`src/rtl/rtc_pkg.sv`:
```
package rtc_pkg;
  localparam int BYTE_W = 8;
  localparam int ADDR_W = 3;

  localparam logic [ADDR_W-1:0] A_SEC  = 3'd0;
  localparam logic [ADDR_W-1:0] A_MIN  = 3'd1;
  localparam logic [ADDR_W-1:0] A_HR   = 3'd2;
  localparam logic [ADDR_W-1:0] A_DOW  = 3'd3;
  localparam logic [ADDR_W-1:0] A_DATE = 3'd4;
  localparam logic [ADDR_W-1:0] A_MON  = 3'd5;
  localparam logic [ADDR_W-1:0] A_YR   = 3'd6;
  localparam logic [ADDR_W-1:0] A_CTL  = 3'd7;

  localparam logic [BYTE_W-1:0] CTL_RESET = 8'h80;

  typedef struct packed {
    logic              advance;
    logic              write;
    logic [ADDR_W-1:0] sel;
  } rtcStrobe_t;
endpackage

```
`src/rtl/rtc_ctrl.sv`:
```
module rtc_ctrl
  import rtc_pkg::*;
#(
  parameter int HOLD_CYCLES = 8192,
  parameter int PEND_W      = 4
) (
  input  logic              clk,
  input  logic              rstN,
  input  logic              secTick,
  input  logic              stopped,
  input  logic              ptrLoad,
  input  logic [ADDR_W-1:0] ptrIn,
  input  logic              rdEn,
  input  logic              wrEn,
  output logic [ADDR_W-1:0] ptr,
  output rtcStrobe_t        strobe
);
  localparam int HOLD_W = $clog2(HOLD_CYCLES + 1);
  localparam logic [HOLD_W-1:0] HOLD_LOAD = HOLD_W'(HOLD_CYCLES);
  localparam logic [PEND_W-1:0] PEND_ONE  = PEND_W'(1);

  logic [HOLD_W-1:0] holdCnt;
  logic [PEND_W-1:0] pending;
  logic readsClock, holdActive, tickIn;

  assign readsClock = rdEn && !wrEn && (ptr != A_CTL);
  assign holdActive = (holdCnt != '0) || readsClock;
  assign tickIn     = secTick && !stopped;

  always_comb begin
    strobe.write   = wrEn;
    strobe.sel     = ptr;
    strobe.advance = !holdActive && !wrEn && ((pending != '0) || tickIn);
  end

  always_ff @(posedge clk or negedge rstN) begin
    if (!rstN) begin
      ptr     <= '0;
      holdCnt <= '0;
      pending <= '0;
    end else begin
      if (ptrLoad)            ptr <= ptrIn;
      else if (rdEn || wrEn)  ptr <= ptr + 1'b1;

      if (readsClock && holdCnt == '0) holdCnt <= HOLD_LOAD;
      else if (holdCnt != '0)          holdCnt <= holdCnt - 1'b1;

      if (wrEn)                               pending <= '0;
      else if (tickIn && !strobe.advance)     pending <= pending + PEND_ONE;
      else if (!tickIn && strobe.advance)     pending <= pending - PEND_ONE;
    end
  end


  hold_blocks_chk: assert property (@(posedge clk) disable iff (!rstN)
    (readsClock && holdCnt == '0) |=> !strobe.advance);


  hold_bound_chk: assert property (@(posedge clk) disable iff (!rstN)
    holdCnt <= HOLD_LOAD);


  pend_ovf_chk: assert property (@(posedge clk) disable iff (!rstN)
    !(pending == '1 && tickIn && !strobe.advance && !wrEn));


  wr_flush_chk: assert property (@(posedge clk) disable iff (!rstN)
    wrEn |=> (pending == '0));
endmodule

```
`src/rtl/rtc_datapath.sv`:
```
module rtc_datapath
  import rtc_pkg::*;
(
  input  logic              clk,
  input  logic              rstN,
  input  rtcStrobe_t        strobe,
  input  logic [BYTE_W-1:0] wrData,
  input  logic [ADDR_W-1:0] ptr,
  output logic [BYTE_W-1:0] rdData,
  output logic              stopped
);
  logic [BYTE_W-1:0] secR, minR, hrR, dowR, dateR, monR, yrR, ctlR;
  logic [BYTE_W-1:0] secN, minN, hrN, dowN, dateN, monN, yrN;
  logic [BYTE_W-1:0] secInc, minInc, hrInc, dateInc, monInc, yrInc;
  logic [BYTE_W-1:0] lastDay, yearBin, wrMasked;
  logic secWrap, minWrap, hrWrap, dateWrap, monWrap, yrWrap;
  logic cMin, cHr, cDay, cMon, cYr, cCen, leap;

  function automatic logic [BYTE_W-1:0] bcdNext(input logic [BYTE_W-1:0] v);
    if (v[3:0] == 4'd9) return {v[7:4] + 4'd1, 4'd0};
    else                return v + 8'd1;
  endfunction

  assign stopped = secR[7];

  always_comb begin
    yearBin = ({4'd0, yrR[7:4]} * 8'd10) + {4'd0, yrR[3:0]};
    leap    = (yearBin[1:0] == 2'b00);
    case (monR[4:0])
      5'h02:                      lastDay = leap ? 8'h29 : 8'h28;
      5'h04, 5'h06, 5'h09, 5'h11: lastDay = 8'h30;
      default:                    lastDay = 8'h31;
    endcase
  end

  always_comb begin
    secInc  = bcdNext({1'b0, secR[6:0]});
    minInc  = bcdNext({1'b0, minR[6:0]});
    hrInc   = bcdNext({2'b0, hrR[5:0]});
    dateInc = bcdNext({2'b0, dateR[5:0]});
    monInc  = bcdNext({3'b0, monR[4:0]});
    yrInc   = bcdNext(yrR);

    secWrap  = (secR[6:0] == 7'h59);
    minWrap  = (minR[6:0] == 7'h59);
    hrWrap   = (hrR[5:0] == 6'h23);
    dateWrap = (dateR == lastDay);
    monWrap  = (monR == 8'h12);
    yrWrap   = (yrR == 8'h99);

    cMin = secWrap;
    cHr  = cMin && minWrap;
    cDay = cHr && hrWrap;
    cMon = cDay && dateWrap;
    cYr  = cMon && monWrap;
    cCen = cYr && yrWrap && hrR[7];

    secN  = {secR[7], secWrap ? 7'h00 : secInc[6:0]};
    minN  = cMin ? {1'b0, minWrap ? 7'h00 : minInc[6:0]} : minR;
    hrN   = {hrR[7], hrR[6] ^ cCen, cHr ? (hrWrap ? 6'h00 : hrInc[5:0]) : hrR[5:0]};
    dowN  = cDay ? {5'd0, (dowR[2:0] == 3'd7) ? 3'd1 : dowR[2:0] + 3'd1} : dowR;
    dateN = cDay ? {2'b0, dateWrap ? 6'h01 : dateInc[5:0]} : dateR;
    monN  = cMon ? {3'b0, monWrap ? 5'h01 : monInc[4:0]} : monR;
    yrN   = cYr ? (yrWrap ? 8'h00 : yrInc) : yrR;
  end

  always_comb begin
    case (strobe.sel)
      A_MIN:   wrMasked = wrData & 8'h7F;
      A_DOW:   wrMasked = wrData & 8'h07;
      A_DATE:  wrMasked = wrData & 8'h3F;
      A_MON:   wrMasked = wrData & 8'h1F;
      default: wrMasked = wrData;
    endcase
  end

  always_ff @(posedge clk or negedge rstN) begin
    if (!rstN) begin
      secR  <= 8'h00; minR <= 8'h00; hrR <= 8'h00; dowR <= 8'h01;
      dateR <= 8'h01; monR <= 8'h01; yrR <= 8'h00; ctlR <= CTL_RESET;
    end else if (strobe.write) begin
      case (strobe.sel)
        A_SEC:   secR  <= wrMasked;
        A_MIN:   minR  <= wrMasked;
        A_HR:    hrR   <= wrMasked;
        A_DOW:   dowR  <= wrMasked;
        A_DATE:  dateR <= wrMasked;
        A_MON:   monR  <= wrMasked;
        A_YR:    yrR   <= wrMasked;
        default: ctlR  <= wrMasked;
      endcase
    end else if (strobe.advance) begin
      secR <= secN; minR <= minN; hrR <= hrN; dowR <= dowN;
      dateR <= dateN; monR <= monN; yrR <= yrN;
    end
  end

  always_comb begin
    case (ptr)
      A_SEC:   rdData = secR;
      A_MIN:   rdData = minR;
      A_HR:    rdData = hrR;
      A_DOW:   rdData = dowR;
      A_DATE:  rdData = dateR;
      A_MON:   rdData = monR;
      A_YR:    rdData = yrR;
      default: rdData = ctlR;
    endcase
  end


  unused_zero_chk: assert property (@(posedge clk) disable iff (!rstN)
    (minR[7] == 1'b0) && (dowR[7:3] == 5'd0) && (dateR[7:6] == 2'd0) && (monR[7:5] == 3'd0));


  wr_min_chk: assert property (@(posedge clk) disable iff (!rstN)
    (strobe.write && strobe.sel == A_MIN) |=> (minR == {1'b0, $past(wrData[6:0])}));


  no_strobe_stable_chk: assert property (@(posedge clk) disable iff (!rstN)
    (!strobe.advance && !strobe.write) |=>
      ($stable(secR) && $stable(minR) && $stable(hrR) && $stable(dowR) &&
       $stable(dateR) && $stable(monR) && $stable(yrR)));


  century_chk: assert property (@(posedge clk) disable iff (!rstN)
    (strobe.advance && !strobe.write && secR[6:0] == 7'h59 && minR == 8'h59 &&
     hrR[5:0] == 6'h23 && dateR == 8'h31 && monR == 8'h12 && yrR == 8'h99) |=>
      (yrR == 8'h00 && hrR[6] == ($past(hrR[6]) ^ $past(hrR[7]))));
endmodule

```
`src/rtl/rtc_regfile.sv`:
```
module rtc_regfile
  import rtc_pkg::*;
#(
  parameter int HOLD_CYCLES = 8192,
  parameter int PEND_W      = 4
) (
  input  logic       clk,
  input  logic       rstN,
  input  logic       secTick,
  input  logic       ptrLoad,
  input  logic [2:0] ptrIn,
  input  logic       rdEn,
  input  logic       wrEn,
  input  logic [7:0] wrData,
  output logic [7:0] rdData
);
  rtcStrobe_t        strobe;
  logic [ADDR_W-1:0] ptr;
  logic              stopped;

  rtc_ctrl #(.HOLD_CYCLES(HOLD_CYCLES), .PEND_W(PEND_W)) u_ctrl (
    .clk(clk), .rstN(rstN), .secTick(secTick), .stopped(stopped),
    .ptrLoad(ptrLoad), .ptrIn(ptrIn), .rdEn(rdEn), .wrEn(wrEn),
    .ptr(ptr), .strobe(strobe)
  );

  rtc_datapath u_dp (
    .clk(clk), .rstN(rstN), .strobe(strobe), .wrData(wrData),
    .ptr(ptr), .rdData(rdData), .stopped(stopped)
  );
endmodule

```
`config.mk`:
```
export PLATFORM = sky130hd
export DESIGN_NAME = rtc_regfile
export DESIGN_NICKNAME = d
export VERILOG_FILES = /design/src/rtl/rtc_pkg.sv /design/src/rtl/rtc_ctrl.sv /design/src/rtl/rtc_datapath.sv /design/src/rtl/rtc_regfile.sv
export SDC_FILE = /design/constraint.sdc
export NUM_CORES = 1
export LEC_CHECK = 0
export BUFFER_PORTS_ARGS = -buffer_cell sky130_fd_sc_hd__buf_2
export CAP_MARGIN = 30
export CORE_AREA = 4 4 101 103
export DETAILED_ROUTE_END_ITERATION = 8
export DIE_AREA = 0 0 105 107
export GPL_ROUTABILITY_DRIVEN = 0
export PLACE_DENSITY = 0.73
export SLEW_MARGIN = 20
export SYNTH_ARGS = -nofsm -noshare
export SYNTH_HDL_FRONTEND = slang
export SYNTH_SLANG_ARGS = --single-unit
```
`constraint.sdc`:
```
create_clock -name clk -period 3.61 [get_ports clk]
set_input_delay 0.1805 -clock clk [delete_from_list [all_inputs] [get_ports clk]]
set_output_delay 0.1805 -clock clk [all_outputs]
set_load 0.1 [all_outputs]
```
Word-level counts from Yosys, hierarchy flattened
Index checks and enable logic that the tools add are counted.
{ "word_totals": {"reg_bits": 85, "latch_bits": 0, "mem_bits_rw": 0, "mem_bits_ro": 0, "input_bits": 17, "output_inout_bits": 8, "word_cells": 167, "mem_count": 0} }
{ "op_classes": {"add_sub_neg": 18, "mul": 1, "div": 0, "n_lt_le_gt_ge": 0, "n_eq_ne": 32, "n_shift": 0, "n_mux": 51, "bitwise_logic": 2, "reduce_logical": 49} }
{ "ops": {"columns": ["op", "n"], "rows": [
  ["2-to-1 mux 8 bit", 26],
  ["one-hot mux 8 bit (7 select lines)", 1],
  ["2-to-1 mux 7 bit", 6],
  ["one-hot mux 8 bit (4 select lines)", 1],
  ["2-to-1 mux 6 bit", 5],
  ["2-to-1 mux 14 bit", 2],
  ["== test 4 bit, second input constant", 6],
  ["AND reduction 3 bit", 6],
  ["one-hot mux 8 bit (2 select lines)", 1],
  ["nonzero test 2 bit", 8],
  ["adder 7 x 1 -> 7 bit, second input constant", 2],
  ["== test 7 bit, second input constant", 2],
  ["logical AND 1 bit", 14],
  ["zero test 14 bit", 1],
  ["inequality test 2 x 1 -> 1 bit, second input constant", 7],
  ["nonzero test 14 bit", 1],
  ["subtractor 14 x 1 -> 14 bit, second input constant", 1],
  ["adder 3 x 1 -> 3 bit, second input constant", 4],
  ["adder 6 x 1 -> 6 bit, second input constant", 2],
  ["== test 3 bit, second input constant", 4],
  ["2-to-1 mux 4 bit", 3],
  ["== test 5 x 3 -> 1 bit, second input constant", 2],
  ["2-to-1 mux 5 bit", 2],
  ["AND reduction 2 bit", 5],
  ["30 further kinds", 41]
]} }

Depth between registers and ports, before layout
{ "logic_depth": {"word_depth": 13, "mapped_depth": 13, "mapped_depth_nobuf": 13} }

By module
From an unflattened synthesis, not the netlist that was laid out.
{ "hier_totals": {"hier_cells": 643, "area_unflattened_um2": 5791.8} }
{ "modules_own_cells": {"columns": ["mod", "instances", "cells_each", "area_each_um2", "seq_area_each_um2"], "rows": [
  ["rtc_datapath", 1, 527, 4560.6, 1606.5],
  ["rtc_ctrl", 1, 116, 1231.2, 525.5]
]} }

Least setup slack after synthesis
Ideal clock, no wire load.
{ "synth_path": {"kind": "register to output", "startpoint": "register u_ctrl.ptr[2]", "endpoint": "output rdData[1]", "arrival_ns": 3.682, "required_ns": 3.429, "path_slack_ns": -0.253, "path_stages_with_launch": 9, "path_buffers": 4, "cell_sequence": "dfrtp_1 > clkbuf_1 > inv_1 > ha_1 > clkbuf_1 > or4_1 > clkbuf_1 > clkbuf_1 > a31oi_1"} }
{ "synth_via": {"elab_chain_len": 2, "word_cells_on_any_way": 8, "classes_between": "eq/ne (6); mux (1); reduce/logical (1)"} }
{ "synth_rtl": {"columns": ["item", "line_no", "source"], "rows": [
  ["start: declaration", "rtc_ctrl.sv:15", "output logic [ADDR_W-1:0] ptr,"],
  ["start signal: assignment", "rtc_ctrl.sv:42", "if (ptrLoad) ptr <= ptrIn;"],
  ["start signal: assignment", "rtc_ctrl.sv:43", "else if (rdEn || wrEn) ptr <= ptr + 1'b1;"],
  ["== test 3 bit (tied with other cells)", "rtc_datapath.sv:99", "case (ptr)"],
  ["one-hot mux 8 bit (7 select lines) (*)", "rtc_datapath.sv:99", null],
  ["end: declaration", "rtc_regfile.sv:15", "output logic [7:0] rdData"]
]} }
Mark *: on every way between the ends. The rest lies on a longest branch, timed or not.

Final worst setup path
{ "layout_path": {"startpoint": "register u_ctrl.ptr[2]", "endpoint": "output rdData[4]"} }
The elaborated chain is that of the path after synthesis.

==> impl_metrics.toml <==
[timing]
fin_ws_ps = 301
timing.fmax_mhz = 302
drv_slew = 0
skew_ps = 17.1
finalSetupViolCount = 0
relSlewSlack_pct = 44.6
final_hold_viol_count = 0
fin_crit_ps = 3310
rsz0062_at_grt = "no"
tightest_slew_ps = 831
period_share_pct = 91.7

[clock_network]
cts.path.max_buffers = 2
htreeDepth = 3
path_clk_slew_ps = 90
post_cts_buffers = 0
cts_sinks = 85
cts_tree = "built"
clk_latency_ps = 360
ctsRootBufferMaster = "clkbuf_8"
numCtsBuffers = 9

[yosys]
ys_ff_latch = 85
mappedNetlistArea_um2 = 5500
synthArstFlopShare_pct = 100
synth-adder-area-share_pct = 6.96
synth_compound_area_share_pct = 23.8
synth_fp_nets = 668
postSynthCellCount = 621
synth_xor_area_share_pct = 2.55
synth_edf_count = 0
synthMuxAreaShare_pct = 4.55
synth_top_family_by_area = "compound AO/OA/AOI/OAI gates"
synth_ff_type = "dfrtp_1"
synth_simple_gate_area_share_pct = 19.3
synth_cell_types = 66
seq_area_frac_synth_pct = 38.8
postSynthAreaPerCell_um2 = 8.86
synth-warning-count = 0

[route]
ant_nets = 0
drt_iter0_markers = 398
drt_drc_violations_left = 0
wl_um = 14700
wl_per_cell_um = 19.6
drtPass1Iterations = 6
viasPerCell = 6.53
num_vias = 4892

[power]
power.total_mw = 4.38
power_density_nw_per_um2 = 737
p_leak_nw = 2.56
ir_drop_mv = 0.342

[setup_path]
startpoint_type = "flop"
cp.required_ps = 3430
worstSetupPathType = "flop to output port"
critPathMaxStageDelay_ps = 860
path_buf_inv = 2
end_kind = "output port"
cp_top_family = "simple AND/OR/NAND/NOR gates"
critPathSlowestCell = "or4_1"
cp_cell_sequence = "inv_1 > ha_1 > or4_1 > a31oi_1 > buf_2"
path_max_fanout = 17
arrival_ps = 3130

[cells_and_area]
num-fill-cells = 775
layout_commonest_cell = "dfrtp_1"
fin_area_um2 = 5940
nets = 680
drive_above_1_share_pct = 12.9
most-common-layout-cells = "dfrtp_1, o21ai_0, nand2_1"
antenna_cells = 0
area_growth_pct = 7.89

[place]
dp_slack_ps = 497
numPortBuffers = 24
place_area_um2 = 5690
hpwlAfterDp_um = 10600

[die]
core_um2 = 9200
core.rowCount = 35
io_pins = 25
die_h_um = 107
die_area_um2 = 11200
start_util_pct = 59.8
die_width_um = 105

[global_route]
grt_first_pass_wirelength_um = 24500
grt_max_degree = 61
track_usage_pct = 27.1
grt_pass1_vias = 4817
grt_antenna_before_repair = 0
grt_overflow_total = 0

[worst_hold_path]
hp-class = "input pin to flop"

[flow_run]
max-cap-violations = 0

[status]
status = "completed"
## routing by layer
layer | vias to the layer above | track usage, % | part of all wire, %
li1 | 2300 | - | -
met1 | 2379 | 36.1 | 43
met2 | 175 | 44.2 | 48
met3 | 38 | 4.33 | 5.6
met4 | 0 | 11.1 | 3.2
met5 | - | 0 | 0
## final cells by class
class                      instances  area, um^2  area share, %
clock buffer                      11         141           2.38
clock inverter                     5        83.8           1.41
sequential                        85        2130           35.9
timing repair buffer              34         200           3.37
tap                              111         139           2.34
multi-input combinational        477        3140           52.9
inverter                          26        97.6           1.64
## flip-flops by register name, summed over array words and instances, names as in the netlist
name	flops
u_dp.secR	8
u_ctrl.pending	4
u_dp.hrR	8
u_dp.ctlR	8
u_dp.dowR	8
u_dp.yrR	8
u_dp.minR	8
u_ctrl.ptr	3
u_dp.monR	8
u_ctrl.holdCnt	14
u_dp.dateR	8
## power by group
| part | total, mW | internal, mW | leakage, nW | switching (mW) |
|---|---|---|---|---|
| logic | 1.81 | 0.690 | 1.42 | 1.12 |
| clock network | 0.768 | 0.410 | 0.106 | 0.358 |
| registers | 1.79 | 1.28 | 1.03 | 0.509 |
## path summary, 6_finish.rpt
path / startpoint / endpoint / slack, ps / cells after the start
setup / recovery: u_ctrl.ptr[2]$_DFFE_PN0P_ / rdData[4] / 300 / 5
hold / removal: ptrIn[1] / u_ctrl.ptr[1]$_DFFE_PN0P_ / 40 / 3
setup reg to reg: u_ctrl.holdCnt[9]$_DFFE_PN0P_ / u_dp.yrR[7]$_DFFE_PN0P_ / 470 / 7
hold reg to reg: u_dp.ctlR[7]$_DFFE_PN1P_ / u_dp.ctlR[7]$_DFFE_PN1P_ / 490 / 2
max in group asynchronous: rstN / u_ctrl.pending[0]$_DFFE_PN0P_ / 2270 / 3
min in group asynchronous: rstN / u_dp.yrR[4]$_DFFE_PN0P_ / 430 / 2
## stage by stage
stage | TNS, ps | util [%] | instances | hold slack (ps)
6_report | 0 | 64.5 | 749 | 35.0
3_3_place_gp | 0 | 61.8 | 730 | 304
2_1_floorplan | -1790 | - | 621 | -115
4_1_cts | 0 | 64.5 | 748 | 28.5
3_5_place_dp | 0 | 61.9 | 731 | 314
5_1_grt | 0 | 64.5 | 749 | 30.8
## cells in the mapped netlist (5+ instances only)
library cell   n  share of area, %
a21o_1         9               1.2
a21oi_1       42               3.8
a221oi_1       6              0.96
a222oi_1       8               1.5
a22o_1         8               1.3
a22oi_1        8               1.1
a31oi_1        9               1.0
and2_1         5              0.57
and3_1         7              0.80
clkbuf_1      26               1.8
dfrtp_1       81                37
ha_1          29               6.6
inv_1         25               1.7
mux2_2        16               3.3
mux2i_1        7               1.3
nand2_1       66               4.5
nand2b_1       7              0.80
nand3_1       11               1.0
nand4_1        6              0.68
nor2_1        44               3.0
nor2b_1       15               1.7
nor3_1         9              0.82
nor4b_1        5              0.80
o21ai_0       69               6.3
o31ai_1        5              0.68
or3_1          5              0.57
or4_1          5              0.68
xnor2_1       11               1.8
xor2_1         5              0.80
## repair_timing
action	4_1_cts	5_1_grt
hold buffers	1	0
hold endpoints to repair	55	0
resized for setup	0	0
endpoints found under the setup margin	0	0
## worst min-delay path, delay by kind of cell
family	cells	cell delay (ps)
buffers and inverters	1	80
AOI/OAI and AO/OA	1	70
and+or+nand+nor	1	30
## cell families (layout without fill, tap and decap cells)
kind of cell             after synthesis  count (layout)
AO/OA/AOI/OAI                        200             200
XOR/XNOR                              16              16
adder cells (fa/ha/maj)               30              30
buffers and inverters                 59              76
flip-flops                            85              85
multiplexers                          23              23
AND/OR/NAND/NOR                      208             208
No activity file was read; power rests on OpenSTA's default activity.
